## config.mk

```make
export PLATFORM = sky130hd
export DESIGN_NAME = ee_serial_slave
export DESIGN_NICKNAME = d
export VERILOG_FILES = /design/src/rtl/ee_pkg.sv /design/src/rtl/ee_ctl_latch.sv /design/src/rtl/ee_seq_fsm.sv /design/src/rtl/ee_word_store.sv /design/src/rtl/ee_serial_slave.sv
export SDC_FILE = /design/constraint.sdc
export NUM_CORES = 1
export LEC_CHECK = 0
export BUFFER_PORTS_ARGS = -buffer_cell sky130_fd_sc_hd__buf_2
export CAP_MARGIN = 20
export CORE_ASPECT_RATIO = 0.75
export CORE_MARGIN = 5
export CORE_UTILIZATION = 55
export CTS_CLUSTER_SIZE = 40
export DETAILED_ROUTE_END_ITERATION = 16
export PLACE_DENSITY = 0.67
export SYNTH_ARGS = -nofsm -noshare
export SYNTH_HDL_FRONTEND = slang
export SYNTH_SLANG_ARGS = --single-unit
```

## constraint.sdc

```tcl
create_clock -name clk -period 8.1 [get_ports clk]
set_input_delay 0 -clock clk [delete_from_list [all_inputs] [get_ports clk]]
set_output_delay 0 -clock clk [all_outputs]
set_load 0.005 [all_outputs]
```

## src/rtl/ee_pkg.sv

```systemverilog
package ee_pkg;
    localparam int B_SK   = 0;
    localparam int B_CS   = 1;
    localparam int B_DI   = 2;
    localparam int B_DO   = 3;
    localparam int B_REQ  = 6;
    localparam int B_GNT  = 7;
    localparam int B_PRES = 8;

    localparam int         OP_W    = 3;
    localparam logic [2:0] OP_READ = 3'b110;

    typedef enum logic [1:0] {
        S_IDLE    = 2'd0,
        S_COLLECT = 2'd1,
        S_READ    = 2'd2,
        S_IGNORE  = 2'd3
    } seq_state_e;

    typedef struct packed {
        logic req;
        logic di;
        logic cs;
        logic sk;
    } ctl_bits_t;
endpackage

```

## src/rtl/ee_ctl_latch.sv

```systemverilog
module ee_ctl_latch
    import ee_pkg::*;
(
    input  logic      clk,
    input  logic      rst_n,
    input  logic      wr_en,
    input  ctl_bits_t wr_bits,
    output ctl_bits_t cur,
    output logic      rise_ev,
    output logic      fall_ev
);
    always_ff @(posedge clk) begin
        if (!rst_n) begin
            cur <= '0;
        end else if (wr_en) begin
            cur <= wr_bits;
        end
    end

    always_comb begin
        rise_ev = wr_en &  wr_bits.sk & ~cur.sk;
        fall_ev = wr_en & ~wr_bits.sk &  cur.sk;
    end

    a_r2_latch_follows: assert property (@(posedge clk) disable iff (!rst_n)
        wr_en |=> (cur == $past(wr_bits)));

    a_r2_latch_holds: assert property (@(posedge clk) disable iff (!rst_n)
        !wr_en |=> $stable(cur));
endmodule

```

## src/rtl/ee_seq_fsm.sv

```systemverilog
module ee_seq_fsm
    import ee_pkg::*;
#(
    parameter int ADDR_W = 6,
    parameter int WORD_W = 16
) (
    input  logic                                  clk,
    input  logic                                  rst_n,
    input  logic                                  rise_ev,
    input  logic                                  fall_ev,
    input  logic                                  cs_in,
    input  logic                                  di_in,
    output seq_state_e                            state,
    output logic [ADDR_W+$clog2(WORD_W)-1:0]      ptr
);
    localparam int BIT_W    = $clog2(WORD_W);
    localparam int PTR_W    = ADDR_W + BIT_W;
    localparam int CMD_BITS = OP_W + ADDR_W;
    localparam int CNT_W    = $clog2(CMD_BITS) + 1;
    localparam logic [CNT_W-1:0] CNT_LAST = CNT_W'(CMD_BITS - 1);
    localparam logic [CNT_W-1:0] CNT_MAX  = '1;

    seq_state_e          nxt;
    logic [CMD_BITS-1:0] shreg;
    logic [CMD_BITS-1:0] shift_nxt;
    logic [CNT_W-1:0]    cnt;
    logic                deselect;
    logic                shift_en;
    logic                last_bit;
    logic                op_is_read;
    logic                load_ptr;
    logic [PTR_W-1:0]    ptr_start;

    always_comb begin
        shift_nxt  = {shreg[CMD_BITS-2:0], di_in};
        deselect   = rise_ev & ~cs_in;
        shift_en   = rise_ev &  cs_in;
        last_bit   = (cnt == CNT_LAST);
        op_is_read = (shift_nxt[CMD_BITS-1 -: OP_W] == OP_READ);
        ptr_start  = {shift_nxt[ADDR_W-1:0], {BIT_W{1'b0}}} - PTR_W'(1);
    end

    // next-state and decode outputs
    always_comb begin
        nxt      = state;
        load_ptr = 1'b0;
        unique case (state)
            S_IDLE, S_COLLECT: begin
                if (shift_en) begin
                    if (last_bit) begin
                        nxt      = op_is_read ? S_READ : S_IGNORE;
                        load_ptr = op_is_read;
                    end else begin
                        nxt = S_COLLECT;
                    end
                end
            end
            S_READ:   nxt = S_READ;
            S_IGNORE: nxt = S_IGNORE;
        endcase
        if (deselect) begin
            nxt      = S_IDLE;
            load_ptr = 1'b0;
        end
    end

    // state register
    always_ff @(posedge clk) begin
        if (!rst_n) begin
            state <= S_IDLE;
        end else begin
            state <= nxt;
        end
    end

    // command register, bit counter, output pointer
    always_ff @(posedge clk) begin
        if (!rst_n || deselect) begin
            shreg <= '0;
            cnt   <= '0;
            ptr   <= '0;
        end else if (shift_en) begin
            shreg <= shift_nxt;
            if (cnt != CNT_MAX) begin
                cnt <= cnt + CNT_W'(1);
            end
            if (load_ptr) begin
                ptr <= ptr_start;
            end
        end else if (fall_ev) begin
            ptr <= ptr + PTR_W'(1);
        end
    end

    a_r2_no_edge_no_change: assert property (@(posedge clk) disable iff (!rst_n)
        (!rise_ev && !fall_ev) |=> ($stable(state) && $stable(ptr) && $stable(cnt)));

    a_r3_fall_steps_ptr: assert property (@(posedge clk) disable iff (!rst_n)
        fall_ev |=> (ptr == PTR_W'($past(ptr) + PTR_W'(1))));

    a_r4_deselect_clears: assert property (@(posedge clk) disable iff (!rst_n)
        (rise_ev && !cs_in) |=> (state == S_IDLE && cnt == '0 && shreg == '0 && ptr == '0));

    a_r5_count_steps: assert property (@(posedge clk) disable iff (!rst_n)
        (rise_ev && cs_in && cnt != CNT_MAX) |=> (cnt == CNT_W'($past(cnt) + CNT_W'(1))));

    a_r6_decides_on_last: assert property (@(posedge clk) disable iff (!rst_n)
        (rise_ev && cs_in && state == S_COLLECT && cnt == CNT_LAST)
            |=> (state == S_READ || state == S_IGNORE));

    a_r10_read_sticky: assert property (@(posedge clk) disable iff (!rst_n)
        (state == S_READ && !(rise_ev && !cs_in)) |=> (state == S_READ));

    a_r10_ignore_sticky: assert property (@(posedge clk) disable iff (!rst_n)
        (state == S_IGNORE && !(rise_ev && !cs_in)) |=> (state == S_IGNORE));
endmodule

```

## src/rtl/ee_word_store.sv

```systemverilog
module ee_word_store #(
    parameter int ADDR_W = 6,
    parameter int WORD_W = 16
) (
    input  logic                                  clk,
    input  logic                                  we,
    input  logic [ADDR_W-1:0]                     waddr,
    input  logic [WORD_W-1:0]                     wdata,
    input  logic [ADDR_W+$clog2(WORD_W)-1:0]      rd_ptr,
    output logic                                  rd_bit
);
    localparam int DEPTH = 1 << ADDR_W;
    localparam int BIT_W = $clog2(WORD_W);
    localparam int PTR_W = ADDR_W + BIT_W;

    logic [WORD_W-1:0] mem [DEPTH];
    logic [ADDR_W-1:0] word_sel;
    logic [BIT_W-1:0]  bit_sel;
    logic [WORD_W-1:0] word_q;

    always_ff @(posedge clk) begin
        if (we) begin
            mem[waddr] <= wdata;
        end
    end

    always_comb begin
        word_sel = rd_ptr[PTR_W-1:BIT_W];
        bit_sel  = BIT_W'(WORD_W - 1) - rd_ptr[BIT_W-1:0];
        word_q   = mem[word_sel];
        rd_bit   = word_q[bit_sel];
    end
endmodule

```

## src/rtl/ee_serial_slave.sv

```systemverilog
module ee_serial_slave
    import ee_pkg::*;
#(
    parameter int ADDR_W = 6,
    parameter int WORD_W = 16,
    parameter int CTL_W  = 16
) (
    input  logic              clk,
    input  logic              rst_n,
    input  logic              ctl_wr,
    input  logic [CTL_W-1:0]  ctl_wdata,
    output logic [CTL_W-1:0]  ctl_rdata,
    input  logic              init_we,
    input  logic [ADDR_W-1:0] init_addr,
    input  logic [WORD_W-1:0] init_data
);
    localparam int PTR_W = ADDR_W + $clog2(WORD_W);

    ctl_bits_t        wr_bits;
    ctl_bits_t        cur;
    logic             rise_ev;
    logic             fall_ev;
    seq_state_e       state;
    logic [PTR_W-1:0] ptr;
    logic             rd_bit;
    logic             do_bit;
    logic             unused_wbits;

    always_comb begin
        wr_bits.sk  = ctl_wdata[B_SK];
        wr_bits.cs  = ctl_wdata[B_CS];
        wr_bits.di  = ctl_wdata[B_DI];
        wr_bits.req = ctl_wdata[B_REQ];
    end
    assign unused_wbits = ^ctl_wdata;

    ee_ctl_latch u_latch (
        .clk     (clk),
        .rst_n   (rst_n),
        .wr_en   (ctl_wr),
        .wr_bits (wr_bits),
        .cur     (cur),
        .rise_ev (rise_ev),
        .fall_ev (fall_ev)
    );

    ee_seq_fsm #(.ADDR_W(ADDR_W), .WORD_W(WORD_W)) u_fsm (
        .clk     (clk),
        .rst_n   (rst_n),
        .rise_ev (rise_ev),
        .fall_ev (fall_ev),
        .cs_in   (wr_bits.cs),
        .di_in   (wr_bits.di),
        .state   (state),
        .ptr     (ptr)
    );

    ee_word_store #(.ADDR_W(ADDR_W), .WORD_W(WORD_W)) u_store (
        .clk    (clk),
        .we     (init_we),
        .waddr  (init_addr),
        .wdata  (init_data),
        .rd_ptr (ptr),
        .rd_bit (rd_bit)
    );

    always_comb begin
        do_bit            = (state == S_READ) ? rd_bit : 1'b1;
        ctl_rdata         = '0;
        ctl_rdata[B_SK]   = cur.sk;
        ctl_rdata[B_CS]   = cur.cs;
        ctl_rdata[B_DI]   = cur.di;
        ctl_rdata[B_DO]   = do_bit;
        ctl_rdata[B_REQ]  = cur.req;
        ctl_rdata[B_GNT]  = 1'b1;
        ctl_rdata[B_PRES] = 1'b1;
    end

    a_r4_idle_do_high: assert property (@(posedge clk) disable iff (!rst_n)
        (ctl_wr && ctl_wdata[B_SK] && !ctl_rdata[B_SK] && !ctl_wdata[B_CS]) |=> ctl_rdata[B_DO]);

    a_r6_ignore_do_high: assert property (@(posedge clk) disable iff (!rst_n)
        (state == S_IGNORE) |-> ctl_rdata[B_DO]);
endmodule

```

* Yosys cells after proc, flatten, opt, wreduce, memory -nomap -nowiden
Memory sizes are Yosys's and may differ from the RTL's. A register that Yosys moved wholly into a read port is not among the register bits.
Index checks and enable logic that the tools add are counted.
** Cells by class
- Add/sub/neg operators :: 4
- Magnitude comparators :: 1
- Eq/ne operators :: 8
- Multiplexer cells :: 18
- Bitwise gates (word level) :: 10
- Reduce and logical (&&, ||, !) cells :: 8
** Operator list (count)
- 2-to-1 mux 10 bit :: 3
- 2-to-1 mux 6 bit :: 2
- adder 10 x 1 -> 10 bit, second input constant :: 1
- subtractor 10 x 1 -> 10 bit, second input constant :: 1
- 2-to-1 mux 1 bit :: 9
- bitwise AND 1 bit :: 6
- one-hot mux 2 bit (3 select lines) :: 1
- adder 5 x 1 -> 5 bit, second input constant :: 1
- == test 5 x 4 -> 1 bit, second input constant :: 1
- less-than comparator 4 x 5 -> 1 bit, second input constant :: 1
- inequality test 5 bit, second input constant :: 1
- binary-select mux 1 bit (select 4 bit) :: 1
- == test 2 bit, second input constant :: 2
- 2-to-1 mux 2 bit :: 2
- inverter 1 bit :: 4
- AND reduction 2 bit :: 2
- OR reduction 2 bit :: 2
- subtractor 4 bit, first input constant :: 1
- == test 3 bit, second input constant :: 1
- == test 2 x 1 -> 1 bit, second input constant :: 1
- logical NOT 2 bit :: 1
- inequality test 2 x 1 -> 1 bit, second input constant :: 1
- inequality test 2 bit, second input constant :: 1
- nonzero test 2 bit :: 1
- other kinds (2) :: 2
** Storage, ports and cells
- Register bits :: 29
- Memory bits (writable) :: 1024
- Logic and storage cells :: 58
- Memories kept :: 1
** Memory list
- u_store.mem :: depth 64, bits a word 16, rd ports 1, clocked after memory_dff 1, write ports 1, line ee_word_store.sv:16 : logic [WORD_W-1:0] mem [DEPTH];

* Longest topological paths before layout
Gate-level depths: netlist (run 1).
- Depth in word-level cells :: 10
- Mapped depth :: 15
- Mapped depth without buffers :: 9

* Cells and area by module
A second synthesis (run 1) with hierarchy kept.
** Second synthesis, totals
- Cells, all modules :: 2077
- Area total of the unflattened synthesis :: 41532.3 sq um
** Modules (own cells, without submodules)
- ee_word_store :: times used 1, cells each 1888, area an instance 39914.5 sq um
- ee_seq_fsm :: times used 1, cells each 158, area an instance 1340.0 sq um
- ee_ctl_latch :: times used 1, cells each 16, area an instance 171.4 sq um
- ee_serial_slave :: times used 1, cells each 15, area an instance 106.4 sq um

* Worst setup path before layout (run 1)
OpenSTA, ideal clock, no wires.
- Path type :: register -> output
- From :: reg (tool-made name)
- To :: out ctl_rdata[3]
- Arrival :: 2732 ps
- Data required time :: 8100 ps
- Setup slack :: 5368 ps
- Cell stages (with the launch flop) :: 13
- Path buffers :: 5
- Path through :: dfxtp_1 > buf_2 > buf_6 > buf_2 > buf_2 > mux4_2 > a22oi_1 > a21oi_1 > o41ai_1 > a21oi_1 > o21bai_1 > nand4_1 > buf_4
** RTL lines
- end, declared :: line ee_serial_slave.sv:12 : output logic [CTL_W-1:0] ctl_rdata,

==> out/metrics.csv, run 1 <==
metric,value,unit
run_status,finished clean,
clock_tree.buffer_depth,3,
clk_transition_reported_paths,0.07,ns
yosysWarnings,0,
setup_violations,0,
layout_min_cycle_time,5.20,ns
worst_hold_path_type,in -> reg,
area_delta_synth_final,12.5,%
pre_cts_slack,3.77,ns
port_buffers,34,
yosysTopAreaCellShare,0.747,
vias_per_cell,6.58,
critPathCaptureType,primary output,
crit_chain,"buf_12, mux4_2, mux2_2, a2111oi_0, a31oi_1, o2111ai_1, a31oi_1, nor4b_1, nand4_1, buf_2",
initial_utilization,0.558,
post-synth-top-count-cell,edfxtp_1,
post_synth.cell_area_avg,20.9,um^2
skew,0.0136,ns
largest_net_degree_at_the_start_of_global_routing,93,
tritoncts.num_buffers,98,
critical-path-slowest-cell,a2111oi_0,
antenna_cells,0,
synthesis.instances,1969,
layout-drive-gt1-share,0.252,
worstSetupPathType,reg -> out,
placed_cells,2959,
floorplan.io_pins,58,
clock_sinks,1059,
grt.total_usage,0.257,
ff2ff_setup_slack,5.16,ns
finalHoldViolations,0,
synth_async_sr_flop_share,0,
synth_edf_count,1024,
iter_0_drt_violations,3108,
fin_setup_tns,0,ns
cts_tree,built,
setup_repair_after_global_routing_missed_its_margin,no,
place_congestion,0.931,
synth.area.top_cells,"edfxtp_1 75%, mux4_2 14%, dfxtp_1 1.7%, mux2i_1 1.4%, nor2_1 0.88%",
via_count,20900,
cts-resized-gates,0,
core_region_area,0.0738,mm^2
startpoint_type,flop,
max_slew_violations,0,
antenna_violating_nets_post_route,0,
dieWidth,326,um
worst_hold_check_slack,0.0291,ns
critical-path-top-cell-by-count,a31oi_1,
slew-limit-headroom,0.237,
critical_path.top_delay_family,compound AO/OA/AOI/OAI gates,
die_height,247,um
arrival,5.20,ns
worst_skew_pair.late_latency,0.66,ns
cp.buffers_inverters,2,
leakagePower,14.1,nW
final_cell_area,0.0463,mm^2
cts_max_level,3,
fmax,192,MHz
power_density_cells,234,mW/mm^2
fin_crit_sh,0.643,
cp.required,8.10,ns
hold-path-cell-count,2,
rows,86,
ff2ff_path_depth,7,
post_layout_nonfiller_instances,3170,
nets,2167,
wire_per_inst,32.3,um
final_util,0.627,
grt_pass1_wl,147,mm
placement.cell_area,0.0428,mm^2
mappedNetlistArea,0.0412,mm^2
grt_pass1_vias,20300,
post-route-worst-setup-slack,2.90,ns
maximum_fanout_along_the_worst_path,75,
detailedRoute.firstPassIterationCount,7,
timing.critical_path.slowest_cell_delay,0.90,ns
number_of_design_rule_violations_left_after_detail_routing,0,
ctsRootBufferMaster,clkbuf_16,
synth.lib_cells_used.distinct,60,
postSynthRegisterBits,1059,
fp.dieArea,0.0805,mm^2
largest_voltage_drop_on_the_vdd_net,0.000194,V
antenna_found_initial,6,
synth_ff_type,edfxtp_1,
ys_seq_area_frac,0.764,
dp_hpwl,59.7,mm
timing.critical_path.depth,10,
cap_violations,0,
max_slew.worst_pin.slew,1.14,ns
gr-total-overflow,0,
post_synth_most_frequent_cells,"1024 x edfxtp_1, 255 x mux4_2, 96 x nor2_1",
finalPower,10.8,mW
drt-total-wl,102,mm
yosys.area.top_type,edfxtp_1,
==> logic make-up (layout without fill, tap and decap cells) <==
kind of cell | Yosys count | after routing | synth area share
other cells | 2 | 11 | 0.000182
fa+ha+maj | 5 | 5 | 0.00152
flops | 1059 | 1059 | 0.764
buf+inv | 127 | 351 | 0.0170
xor+xnor | 9 | 9 | 0.00191
mux | 318 | 318 | 0.155
compound gates | 172 | 172 | 0.0291
simple gates | 277 | 277 | 0.0314
==> sequential cells by signal (all words and copies together), names as in the netlist, named ones only <==
name and count:
u_fsm.cnt 5, u_fsm.ptr 10, u_fsm.shreg 8, u_fsm.state 1
u_latch.cur 4, u_store.mem 1024
==> path summary, 6_finish.rpt <==
path / startpoint / to
worst min-delay path: init_data[3] / u_store.mem[35][3]$_DFFE_PP_
worst max register to register: u_latch.cur[0]$_SDFFE_PN0P_ / flop
worst max-delay path: flop / ctl_rdata[3]
worst min register to register: u_fsm.shreg[7]$_SDFFE_PP0N_ / u_fsm.shreg[7]$_SDFFE_PP0N_
==> cell type report <==
cell class                      count  area [um^2]
Timing Repair Buffer              161         1350
Multi-Input combinational cell    792         9070
Tap cell                          968         1210
Fill cell                        5061        27500
Clock buffer                      128         2680
Sequential cell                  1059        31500
Clock inverter                     54          503
Inverter                            8         30.0
==> routing by layer <==
metal | global-route usage | wire [um] | part of all wire
met1 | 0.385 | 41900 | 0.41
met2 | 0.361 | 44400 | 0.43
met3 | 0.0947 | 13200 | 0.13
met4 | 0.0697 | 2810 | 0.027
met5 | 0 | 13 | 0.00013
==> report_power, final <==
part | internal, mW | leakage, nW | switching [mW]
clock network | 2.62 | 1.54 | 1.96
registers | 6.04 | 9.50 | 0.0117
logic | 0.0562 | 3.06 | 0.163
==> cell usage in the layout (no fill, tap or decap), types with 9 or more instances in the layout <==
| master | count |
|---|---|
| a211oi_1 | 10 |
| a21oi_1 | 40 |
| a22oi_1 | 41 |
| buf_12 | 11 |
| buf_2 | 34 |
| buf_4 | 91 |
| bufinv_16 | 9 |
| clkbuf_1 | 22 |
| clkbuf_16 | 101 |
| clkinv_1 | 21 |
| clkinv_2 | 14 |
| conb_1 | 11 |
| dfxtp_1 | 30 |
| dlygate4sd3_1 | 22 |
| edfxtp_1 | 1024 |
| mux2i_1 | 56 |
| mux4_2 | 255 |
| nand2_1 | 70 |
| nand3_1 | 29 |
| nand4_1 | 14 |
| nor2_1 | 93 |
| nor2b_1 | 22 |
| nor3_1 | 9 |
| o21ai_0 | 11 |
| o221ai_1 | 13 |
| o22ai_1 | 11 |
==> what timing repair did <==
item                                   4_1_cts  5_1_grt
hold buffers                                16        6
setup buffers                                0        0
endpoints found under the hold margin       43      212
(Power assumes the default switching activity.)
==> run 2, diff against run 1 <==
--- a/config.mk
+++ b/config.mk
@@ -12,7 +12,7 @@
 export CORE_UTILIZATION = 55
 export CTS_CLUSTER_SIZE = 40
 export DETAILED_ROUTE_END_ITERATION = 16
-export PLACE_DENSITY = 0.67
+export PLACE_DENSITY = 0.7
 export SYNTH_ARGS = -nofsm -noshare
 export SYNTH_HDL_FRONTEND = slang
 export SYNTH_SLANG_ARGS = --single-unit
==> constraint.sdc (replaced) <==
create_clock -name clk -period 4.3 [get_ports clk]
set_input_delay 0 -clock clk [delete_from_list [all_inputs] [get_ports clk]]
set_output_delay 0 -clock clk [all_outputs]
set_load 0.005 [all_outputs]
==> out/metrics.csv, run 2 (synthesized netlist as in run 1, its figures left out) <==
metric,value,unit,change
maximum_fanout_along_the_worst_path,12,,was 75
port_buffers,34,,unchanged
via_count,21700,,was 20900
top_regs,"u_store.mem: 1024 flops, u_fsm.ptr: 10 flops, u_fsm.shreg: 8 flops",,unchanged
clock_tree.buffer_depth,3,,unchanged
grt_pass1_vias,21000,,was 20300
post-route-worst-setup-slack,0.0539,ns,was 2.90 ns
registers.top_by_ff_count,u_store.mem,,unchanged
fin_crit_sh,0.987,,
wire_per_inst,32.9,um,was 32.3 um
fin_setup_tns,0,ns,unchanged
die_height,247,um,unchanged
critPathCaptureType,primary output,,unchanged
startpoint_type,flop,,unchanged
clock_sinks,1059,,unchanged
antenna_found_initial,5,,was 6
fmax,236,MHz,
floorplan.io_pins,58,,unchanged
ff2ff_setup_slack,1.33,ns,was 5.16 ns
worst_hold_check_slack,0.00600,ns,was 0.0291 ns
finalPower,20.5,mW,was 10.8 mW
cap_violations,0,,unchanged
worstSetupPathType,reg -> out,,unchanged
max_slew_violations,0,,unchanged
worst_skew_pair.late_latency,0.67,ns,was 0.66 ns
cp.buffers_inverters,4,,was 2
ff2ff_path_depth,7,,unchanged
place_congestion,0.964,,was 0.931
critical-path-top-cell-by-count,buf_4,,was a31oi_1
largest_register_ffs,1024,,unchanged
worstReg2RegStart,u_latch.cur[0]$_SDFFE_PN0P_,,unchanged
power_density_cells,435,mW/mm^2,was 234 mW/mm^2
initial_utilization,0.558,,unchanged
dp_hpwl,65.4,mm,was 59.7 mm
vias_per_cell,6.68,,was 6.58
final_cell_mix,"1024 x edfxtp_1, 255 x mux4_2, 150 x buf_4",,"was 1024 x edfxtp_1, 255 x mux4_2, 101 x clkbuf_16"
fp.dieArea,0.0805,mm^2,unchanged
core_region_area,0.0738,mm^2,unchanged
finalHoldViolations,0,,unchanged
clk_transition_reported_paths,0.06,ns,was 0.07 ns
cp.required,4.30,ns,was 8.10 ns
leakagePower,14.5,nW,was 14.1 nW
iter_0_drt_violations,3542,,was 3108
cts_max_level,3,,unchanged
max_slew.worst_pin.slew,1.34,ns,was 1.14 ns
nets,2239,,was 2167
worst_hold_path.endpoint,u_store.mem[37][9]$_DFFE_PP_,,was u_store.mem[35][3]$_DFFE_PP_
ctsRootBufferMaster,clkbuf_16,,unchanged
number_of_design_rule_violations_left_after_detail_routing,0,,unchanged
grt.total_usage,0.265,,was 0.257
multiInputGateArea,0.00908,mm^2,was 0.00907 mm^2
cts_tree,built,,unchanged
antenna_violating_nets_post_route,0,,unchanged
drt-total-wl,107,mm,was 102 mm
largest_net_degree_at_the_start_of_global_routing,65,,was 93
skew,0.00799,ns,was 0.0136 ns
grt_pass1_wl,152,mm,was 147 mm
holdCritStartpoint,init_data[9],,was init_data[3]
layout.cells.most_common,edfxtp_1,,unchanged
tritoncts.num_buffers,97,,was 98
layout_min_cycle_time,4.25,ns,
crit_chain,"buf_12, buf_4, mux4_2, mux2i_1, a211oi_1, nor4_1, o22a_1, a41o_1, o21bai_1, nand4_1, buf_4, buf_2",,"was buf_12, mux4_2, mux2_2, a2111oi_0, a31oi_1, o2111ai_1, a31oi_1, nor4b_1, nand4_1, buf_2"
hold-path-cell-count,2,,unchanged
pre_cts_slack,0.479,ns,was 3.77 ns
critical_path.top_delay_family,multiplexers,,was compound AO/OA/AOI/OAI gates
gr-total-overflow,0,,unchanged
layout-drive-gt1-share,0.277,,was 0.252
setup_violations,0,,unchanged
ff_latch_area,0.0315,mm^2,unchanged
rows,86,,unchanged
area_delta_synth_final,14.3,%,was 12.5%
timing.critical_path.slowest_cell_delay,0.57,ns,was 0.90 ns
critical-path-slowest-cell,mux4_2,,was a2111oi_0
arrival,4.25,ns,was 5.20 ns
dieWidth,326,um,unchanged
worst_hold_path_type,in -> reg,,unchanged
run_status,finished clean,,unchanged
largest_voltage_drop_on_the_vdd_net,0.000406,V,was 0.000194 V
detailedRoute.firstPassIterationCount,6,,was 7
nFillCells,4876,,was 5061
slew-limit-headroom,0.101,,was 0.237
setup_repair_after_global_routing_missed_its_margin,no,,unchanged
==> run 2: worst max path at each step <==
stage	end	depth (start not counted)	from
after CTS	ctl_rdata[3]	13	flop
after floorplan	ctl_rdata[3]	12	flop
after global placement	ctl_rdata[3]	12	flop
final	ctl_rdata[3]	12	flop
after detailed placement	ctl_rdata[3]	12	flop
after global routing	ctl_rdata[3]	12	flop
==> run 2: cell type report <==
| type | instances | share of cell area |
|---|---|---|
| Sequential cell | 1059 | 0.669 |
| Multi-Input combinational cell | 792 | 0.193 |
| Clock buffer | 120 | 0.0543 |
| Timing Repair Buffer | 234 | 0.0447 |
| Tap cell | 968 | 0.0257 |
| Clock inverter | 57 | 0.0128 |
| Inverter | 8 | 0.000638 |
| Antenna cell | 2 | 0.000106 |
==> run 2: metrics by stage <==
| step | area [um^2] | utilization | cells |
|---|---|---|---|
| 4_1_cts | 46800 | 0.634 | 3223 |
| 2_1_floorplan | 41200 | - | 1978 |
| 6_report | 47100 | 0.638 | 3240 |
| 3_5_place_dp | 43200 | 0.586 | 3016 |
| 3_3_place_gp | 43200 | 0.586 | 3015 |
| 5_1_grt | 47100 | 0.637 | 3238 |
==> run 2: metal layers <==
layer	GRT usage	share of wire	vias up	wire [um]
met4	0.0695	0.027	0	2930
met1	0.403	0.40	11400	43100
met5	0	0	-	0
li1	-	-	8646	-
met2	0.381	0.44	1411	47100
met3	0.0820	0.13	199	13600
==> run 2: worst register-to-register path: cells and delay by family (launching register included) <==
family / cells / cell delay, ns
and+or+nand+nor: 5 / 2.04
DFF: 1 / 0.36
AOI/OAI and AO/OA: 2 / 0.45
==> run 2: repair_timing <==
item / 4_1_cts / 5_1_grt
buffers inserted: 13 / 0
endpoints found under the hold margin: 46 / 157
gates resized for setup: 0 / 7
setup endpoints to repair: 1 / 1
pin swaps: 0 / 1
hold buffers: 17 / 6
gates cloned: 0 / 2
==> run 2: power by group <==
part           leakage [nW]  switching (mW)  internal, mW
combinational          3.50           0.315         0.112
clock                  1.54            3.75          4.89
sequential             9.50          0.0233          11.4
